`src/rtl/adcseq_pkg.sv`:
```
package adcseq_pkg;
    typedef enum logic [2:0] {
        SQ_IDLE,
        SQ_SETTLE,
        SQ_SETTLE_ARMED,
        SQ_AWAIT_WR,
        SQ_CONVERT
    } seq_state_t;
endpackage

```
`src/rtl/adcseq_sync.sv`:
```
// Two-stage synchroniser bank for asynchronous strobes.
module adcseq_sync #(
    parameter int WIDTH   = 3,
    parameter bit RST_VAL = 1'b1
) (
    input  logic             clk,
    input  logic             rst_n,
    input  logic [WIDTH-1:0] d_async,
    output logic [WIDTH-1:0] q_sync
);
    for (genvar i = 0; i < WIDTH; i++) begin : g_bit
        logic meta_q, sync_q;
        always_ff @(posedge clk or negedge rst_n) begin
            if (!rst_n) begin
                meta_q <= RST_VAL;
                sync_q <= RST_VAL;
            end else begin
                meta_q <= d_async[i];
                sync_q <= meta_q;
            end
        end
        assign q_sync[i] = sync_q;
    end
endmodule

```
`src/rtl/adcseq_fsm.sv`:
```
// Channel-select / settle / convert sequencing.
module adcseq_fsm
    import adcseq_pkg::*;
#(
    parameter int CH_W          = 4,
    parameter int SETTLE_CYCLES = 500
) (
    input  logic            clk,
    input  logic            rst_n,
    input  logic            cs_act,
    input  logic            wr_s,
    input  logic            aden,
    input  logic [CH_W-1:0] addr,
    input  logic            core_done,
    output logic [CH_W-1:0] chan_sel,
    output logic            settling,
    output logic            busy,
    output logic            conv_start
);
    localparam int CNT_W = $clog2(SETTLE_CYCLES + 1);
    localparam logic [CNT_W-1:0] CNT_LOAD = CNT_W'(SETTLE_CYCLES - 1);

    seq_state_t      state_q, state_d;
    logic [CNT_W-1:0] cnt_q, cnt_d;
    logic [CH_W-1:0]  chan_q, chan_d;
    logic             start_q, start_d;
    logic             wr_prev_q;
    logic             wr_fall, wr_rise, armed;

    assign wr_fall = cs_act &  wr_prev_q & ~wr_s;
    assign wr_rise = cs_act & ~wr_prev_q &  wr_s;

    always_comb begin
        state_d = state_q;
        cnt_d   = cnt_q;
        chan_d  = chan_q;
        start_d = 1'b0;
        armed   = 1'b0;
        unique case (state_q)
            SQ_IDLE: begin
                if (wr_fall && aden) begin
                    state_d = SQ_SETTLE;
                    cnt_d   = CNT_LOAD;
                    chan_d  = addr;
                end else if (wr_rise) begin
                    state_d = SQ_CONVERT;
                    start_d = 1'b1;
                end
            end
            SQ_SETTLE, SQ_SETTLE_ARMED: begin
                armed = (state_q == SQ_SETTLE_ARMED) || wr_rise;
                if (cnt_q == '0) begin
                    if (armed) begin
                        state_d = SQ_CONVERT;
                        start_d = 1'b1;
                    end else begin
                        state_d = SQ_AWAIT_WR;
                    end
                end else begin
                    cnt_d   = cnt_q - 1'b1;
                    state_d = armed ? SQ_SETTLE_ARMED : SQ_SETTLE;
                end
            end
            SQ_AWAIT_WR: begin
                if (wr_rise) begin
                    state_d = SQ_CONVERT;
                    start_d = 1'b1;
                end
            end
            SQ_CONVERT: begin
                if (core_done) state_d = SQ_IDLE;
            end
            default: state_d = SQ_IDLE;
        endcase
    end

    always_ff @(posedge clk or negedge rst_n) begin
        if (!rst_n) begin
            state_q   <= SQ_IDLE;
            cnt_q     <= '0;
            chan_q    <= '0;
            start_q   <= 1'b0;
            wr_prev_q <= 1'b1;
        end else begin
            state_q   <= state_d;
            cnt_q     <= cnt_d;
            chan_q    <= chan_d;
            start_q   <= start_d;
            wr_prev_q <= wr_s;
        end
    end

    always_comb begin
        chan_sel   = chan_q;
        settling   = (state_q == SQ_SETTLE) || (state_q == SQ_SETTLE_ARMED);
        busy       = (state_q == SQ_CONVERT);
        conv_start = start_q;
    end

    a_r5_start_single: assert property (@(posedge clk) disable iff (!rst_n)
        conv_start |=> !conv_start);
    a_r5_start_in_busy: assert property (@(posedge clk) disable iff (!rst_n)
        conv_start |-> busy);
    a_r1_flags_exclusive: assert property (@(posedge clk) disable iff (!rst_n)
        !(settling && busy));
    a_r4_chan_moves_on_settle: assert property (@(posedge clk) disable iff (!rst_n)
        (chan_sel != $past(chan_sel)) |-> settling);
    a_r6_busy_holds: assert property (@(posedge clk) disable iff (!rst_n)
        (busy && !core_done) |=> (busy && !settling));
endmodule

```
`src/rtl/adcseq_bus.sv`:
```
// Result register and bus drive enable.
module adcseq_bus #(
    parameter int DATA_W = 12
) (
    input  logic              clk,
    input  logic              rst_n,
    input  logic              cs_s,
    input  logic              rd_s,
    input  logic              busy,
    input  logic              core_done,
    input  logic [DATA_W-1:0] core_result,
    output logic              bus_oe,
    output logic [DATA_W-1:0] bus_data
);
    logic              oe_q;
    logic [DATA_W-1:0] res_q;

    always_ff @(posedge clk or negedge rst_n) begin
        if (!rst_n) begin
            oe_q  <= 1'b0;
            res_q <= '0;
        end else begin
            oe_q <= ~cs_s & ~rd_s & (oe_q | ~busy);
            if (busy && core_done) res_q <= core_result;
        end
    end

    assign bus_oe   = oe_q;
    assign bus_data = res_q;

    a_r7_no_enable_in_busy: assert property (@(posedge clk) disable iff (!rst_n)
        (bus_oe && !$past(bus_oe)) |-> !$past(busy));
    a_r8_data_held_in_busy: assert property (@(posedge clk) disable iff (!rst_n)
        (busy && !core_done) |=> $stable(bus_data));
endmodule

```
`src/rtl/adcseq_top.sv`:
```
module adcseq_top #(
    parameter int CH_W          = 4,
    parameter int DATA_W        = 12,
    parameter int SETTLE_CYCLES = 500
) (
    input  logic              clk,
    input  logic              rst_n,
    input  logic              cs_n,
    input  logic              wr_n,
    input  logic              rd_n,
    input  logic              aden,
    input  logic [CH_W-1:0]   addr,
    input  logic              core_done,
    input  logic [DATA_W-1:0] core_result,
    output logic [CH_W-1:0]   chan_sel,
    output logic              settling,
    output logic              busy,
    output logic              conv_start,
    output logic              bus_oe,
    output logic [DATA_W-1:0] bus_data
);
    logic [2:0] strb_s;

    adcseq_sync #(.WIDTH(3), .RST_VAL(1'b1)) u_sync (
        .clk     (clk),
        .rst_n   (rst_n),
        .d_async ({rd_n, wr_n, cs_n}),
        .q_sync  (strb_s)
    );

    adcseq_fsm #(.CH_W(CH_W), .SETTLE_CYCLES(SETTLE_CYCLES)) u_fsm (
        .clk        (clk),
        .rst_n      (rst_n),
        .cs_act     (~strb_s[0]),
        .wr_s       (strb_s[1]),
        .aden       (aden),
        .addr       (addr),
        .core_done  (core_done),
        .chan_sel   (chan_sel),
        .settling   (settling),
        .busy       (busy),
        .conv_start (conv_start)
    );

    adcseq_bus #(.DATA_W(DATA_W)) u_bus (
        .clk         (clk),
        .rst_n       (rst_n),
        .cs_s        (strb_s[0]),
        .rd_s        (strb_s[2]),
        .busy        (busy),
        .core_done   (core_done),
        .core_result (core_result),
        .bus_oe      (bus_oe),
        .bus_data    (bus_data)
    );
endmodule

```
`config.mk`:
```
export PLATFORM = sky130hd
export DESIGN_NAME = adcseq_top
export DESIGN_NICKNAME = d
export VERILOG_FILES = /design/src/rtl/adcseq_pkg.sv /design/src/rtl/adcseq_sync.sv /design/src/rtl/adcseq_fsm.sv /design/src/rtl/adcseq_bus.sv /design/src/rtl/adcseq_top.sv
export SDC_FILE = /design/constraint.sdc
export NUM_CORES = 1
export LEC_CHECK = 0
export BUFFER_PORTS_ARGS = -buffer_cell sky130_fd_sc_hd__buf_4
export CORE_UTILIZATION = 46
export CTS_CLUSTER_SIZE = 20
export DETAILED_ROUTE_END_ITERATION = 7
export GPL_ROUTABILITY_DRIVEN = 0
export PLACE_DENSITY = 0.7
export SYNTH_ARGS = -nofsm -noshare
export SYNTH_HDL_FRONTEND = slang
export SYNTH_SLANG_ARGS = --single-unit
```
`constraint.sdc`:
```
create_clock -name clk -period 1.66 [get_ports clk]
set_input_delay 0.166 -clock clk [delete_from_list [all_inputs] [get_ports clk]]
set_output_delay 0.166 -clock clk [all_outputs]
set_load 0.02 [all_outputs]
```
==> reports/qor.yml <==
cts.sinks: 37
grt_remaining_overflow: 0
grt_max_degree: 38
synth-seq-cells: 37
synthCells: 128
clkLatencyLatePin_ps: 340
cap_violations: 0
wirelength_mm: 3.20
drive_above_1_share_pct: 56.9
timing.rr.start: "u_fsm.state_q[0]$_DFFE_PN0P_"
p_per_area_mw_per_mm2: 1440
period_minus_slack_ps: 1630
hold_depth: 2
areaGrowthSynthToFinish_pct: 42.4
cp_slowest_cell: "dfrtp_2"
firstDrtPassIters: 4
clockBufferDepth: 2
synthArstFlopShare_pct: 100
clk_pin_slew_ps: 110
synth_top_area_share_pct: 46.8
min_path_type: "input pin to flop"
core_area_mm2: 0.00334
arrival_ps: 1470
drc: 0
clock-root-buffer: "clkbuf_4"
maxSlewHeadroom_pct: 70.6
worstHoldStart: "core_result[6]"
cts_made_buffers: 5
die_w_um: 61.0
crit_fanout: 6
hpwlAfterDp_mm: 2.33
grt_pass1_wl_mm: 5.22
vias_per_cell: 5.21
design_area_mm2: 0.00228
r2r-end: "u_fsm.chan_sel[0]$_DFFE_PN0P_"
htree_levels: 2
start_kind: "flop"
synthFlopType: "dfrtp_1"
ios: 43
grt_pass1_vias: 1251
finalPower_mw: 3.28
achievable-frequency_ghz: 0.612
cp-end-kind: "output port"
num_rows: 21
tightest_slew_ps: 441
dieArea_mm2: 0.00372
ir_drop_mv: 1.01
synth_nets: 153
synth_edf_count: 0
final_cells: 243
fin_crit_sh_pct: 98.4
synth.most_common_cell: "dfrtp_1"
tns_ps: 0
slew_violations: 0
min_to: "u_bus.bus_data[6]$_DFFE_PN0P_"
synth_area_per_cell_um2: 12.5
finalHoldViolCount: 0
yosysWarnings: 0
synth_cell_types: 41
worst-r2r-cell-count: 3
syn-cell-area_mm2: 0.00160
yosys.area.top_type: "dfrtp_1"
ant_nets: 0
drt_iter0_drc: 58
start_util_pct: 48.0
r2r_slack_ps: 60
setup_viol: 0
synth_common_cells: "dfrtp_1 (30), mux2_2 (12), nand2_1 (10), nor2_1 (9), dfstp_2 (7)"
cp_cell_sequence: "xnor2_1, or2_4, inv_4, buf_4"
rsz0062_at_grt: "yes"
cpPeakStageDelay_ps: 470
fp.dieH_um: 61.0
port_buffers: 42
ys_top_cells_by_area: "dfrtp_1 (47%), dfstp_2 (11%), mux2_2 (8.4%), mux2_4 (3.7%), nand2_1 (2.3%)"
required_ps: 1490
path_class: "flop to output port"
avgRoutedWirePerCell_um: 13.2
yosysSeqAreaShare_pct: 58.3
place_inst: 227
final_util_pct: 68.4
n_antenna_cell: 0
fin_skew_ps: 4.62
placed_cell_area_mm2: 0.00208
antenna_found_initial: 0
outcome: "finished, final reports clean"
power.leakage_nw: 1.05
grt_use_total_pct: 19.6
final_nets: 221
cts_tree: "done"
vias: 1266
==> repair_timing <==
| item | CTS | global route |
|---|---|---|
| resized for setup | 2 | 15 |
| endpoints found under the setup margin | 5 | 16 |
| gates cloned | 0 | 0 |
| hold buffers | 5 | 0 |
| pin swaps | 0 | 3 |
| buffers inserted | 0 | 3 |
| endpoints found under the hold margin | 34 | 0 |
==> flip-flops by register name, summed over array words and instances, names as in the netlist <==
name	cells
u_fsm.cnt_q	9
u_fsm.conv_start	1
u_sync.g_bit.meta_q	3
u_fsm.chan_sel	4
u_fsm.wr_prev_q	1
u_sync.g_bit.sync_q	3
u_bus.bus_oe	1
u_fsm.state_q	3
u_bus.bus_data	12
==> per-stage QoR <==
step	setup WS, ps	hold slack (ps)
6_report	27.2	52.0
4_1_cts	-34.1	30.4
3_5_place_dp	-4.28	152
2_1_floorplan	14.7	-130
3_3_place_gp	25.6	144
5_1_grt	-48.6	18.6
==> logic make-up (layout without fill, tap and decap cells) <==
kind of cell	after synthesis	after routing	synth area share [%]
xor gates and xnor gates	1	1	0.547
buffers and inverters	10	79	3.43
and+or+nand+nor	35	35	11.2
DFF	37	37	58.3
adders and majority gates	2	2	1.56
muxes	16	16	12.2
AOI/OAI and AO/OA	27	27	12.7
==> worst max-delay path: cells and delay by family, from the launching register on <==
kind | cells | cell delay (ps)
buffers and inverters | 2 | 210
and+or+nand+nor | 1 | 300
xor gates and xnor gates | 1 | 160
DFF | 1 | 470
==> metal layers <==
metal | vias up | wire (um) | GRT usage [%]
li1 | 603 | - | -
met3 | 8 | 142 | 4.83
met2 | 36 | 1610 | 33.2
met5 | - | 0 | 0
met4 | 0 | 72 | 10.7
met1 | 619 | 1380 | 22.8
==> layout make-up <==
class / count / area [um2]
clock inverters: 2 / 38.8
repair buffers: 65 / 513
multi-input cells: 81 / 669
flip-flops and latches: 37 / 937
fillers: 244 / 1050
inverters: 6 / 25.0
well taps: 46 / 57.6
clock buffers: 6 / 41.3
==> how the worst max path moves through the flow <==
stage               slack, ps                             to  depth (start not counted)                          from
floorplan                  10   u_fsm.state_q[2]$_DFFE_PN0P_                          9    u_fsm.cnt_q[0]$_DFFE_PN0P_
global placement           30  u_fsm.chan_sel[1]$_DFFE_PN0P_                          3     u_fsm.wr_prev_q$_DFF_PN1_
detailed placement         -4  u_fsm.chan_sel[0]$_DFFE_PN0P_                          3     u_fsm.wr_prev_q$_DFF_PN1_
CTS                       -30  u_fsm.chan_sel[0]$_DFFE_PN0P_                          3     u_fsm.wr_prev_q$_DFF_PN1_
global route              -50                       settling                          4  u_fsm.state_q[0]$_DFFE_PN0P_
finish                     30                       settling                          4  u_fsm.state_q[0]$_DFFE_PN0P_
==> placed cells by master, fill, tap and decap left out, drive strengths merged, types with 2 or more instances in the layout <==
| cell type | Yosys | routed |
|---|---|---|
| a21oi | 4 | 4 |
| a31oi | 2 | 2 |
| buf | 4 | 60 |
| clkbuf | 0 | 6 |
| dfrtp | 30 | 30 |
| dfstp | 7 | 7 |
| dlygate4sd3 | 0 | 5 |
| ha | 2 | 2 |
| inv | 5 | 6 |
| mux2 | 16 | 16 |
| nand2 | 10 | 10 |
| nor2 | 9 | 9 |
| nor3 | 4 | 4 |
| nor4 | 2 | 2 |
| o21ai | 7 | 7 |
| o31ai | 3 | 3 |
| o41ai | 3 | 3 |
| or2 | 2 | 2 |
==> power by group <==
group | switching [mW] | internal [mW] | leakage [nW]
Sequential | 0.193 | 1.17 | 0.423
Combinational | 0.632 | 0.665 | 0.580
Clock | 0.296 | 0.321 | 0.0424
No activity file was read; power rests on OpenSTA's default activity.
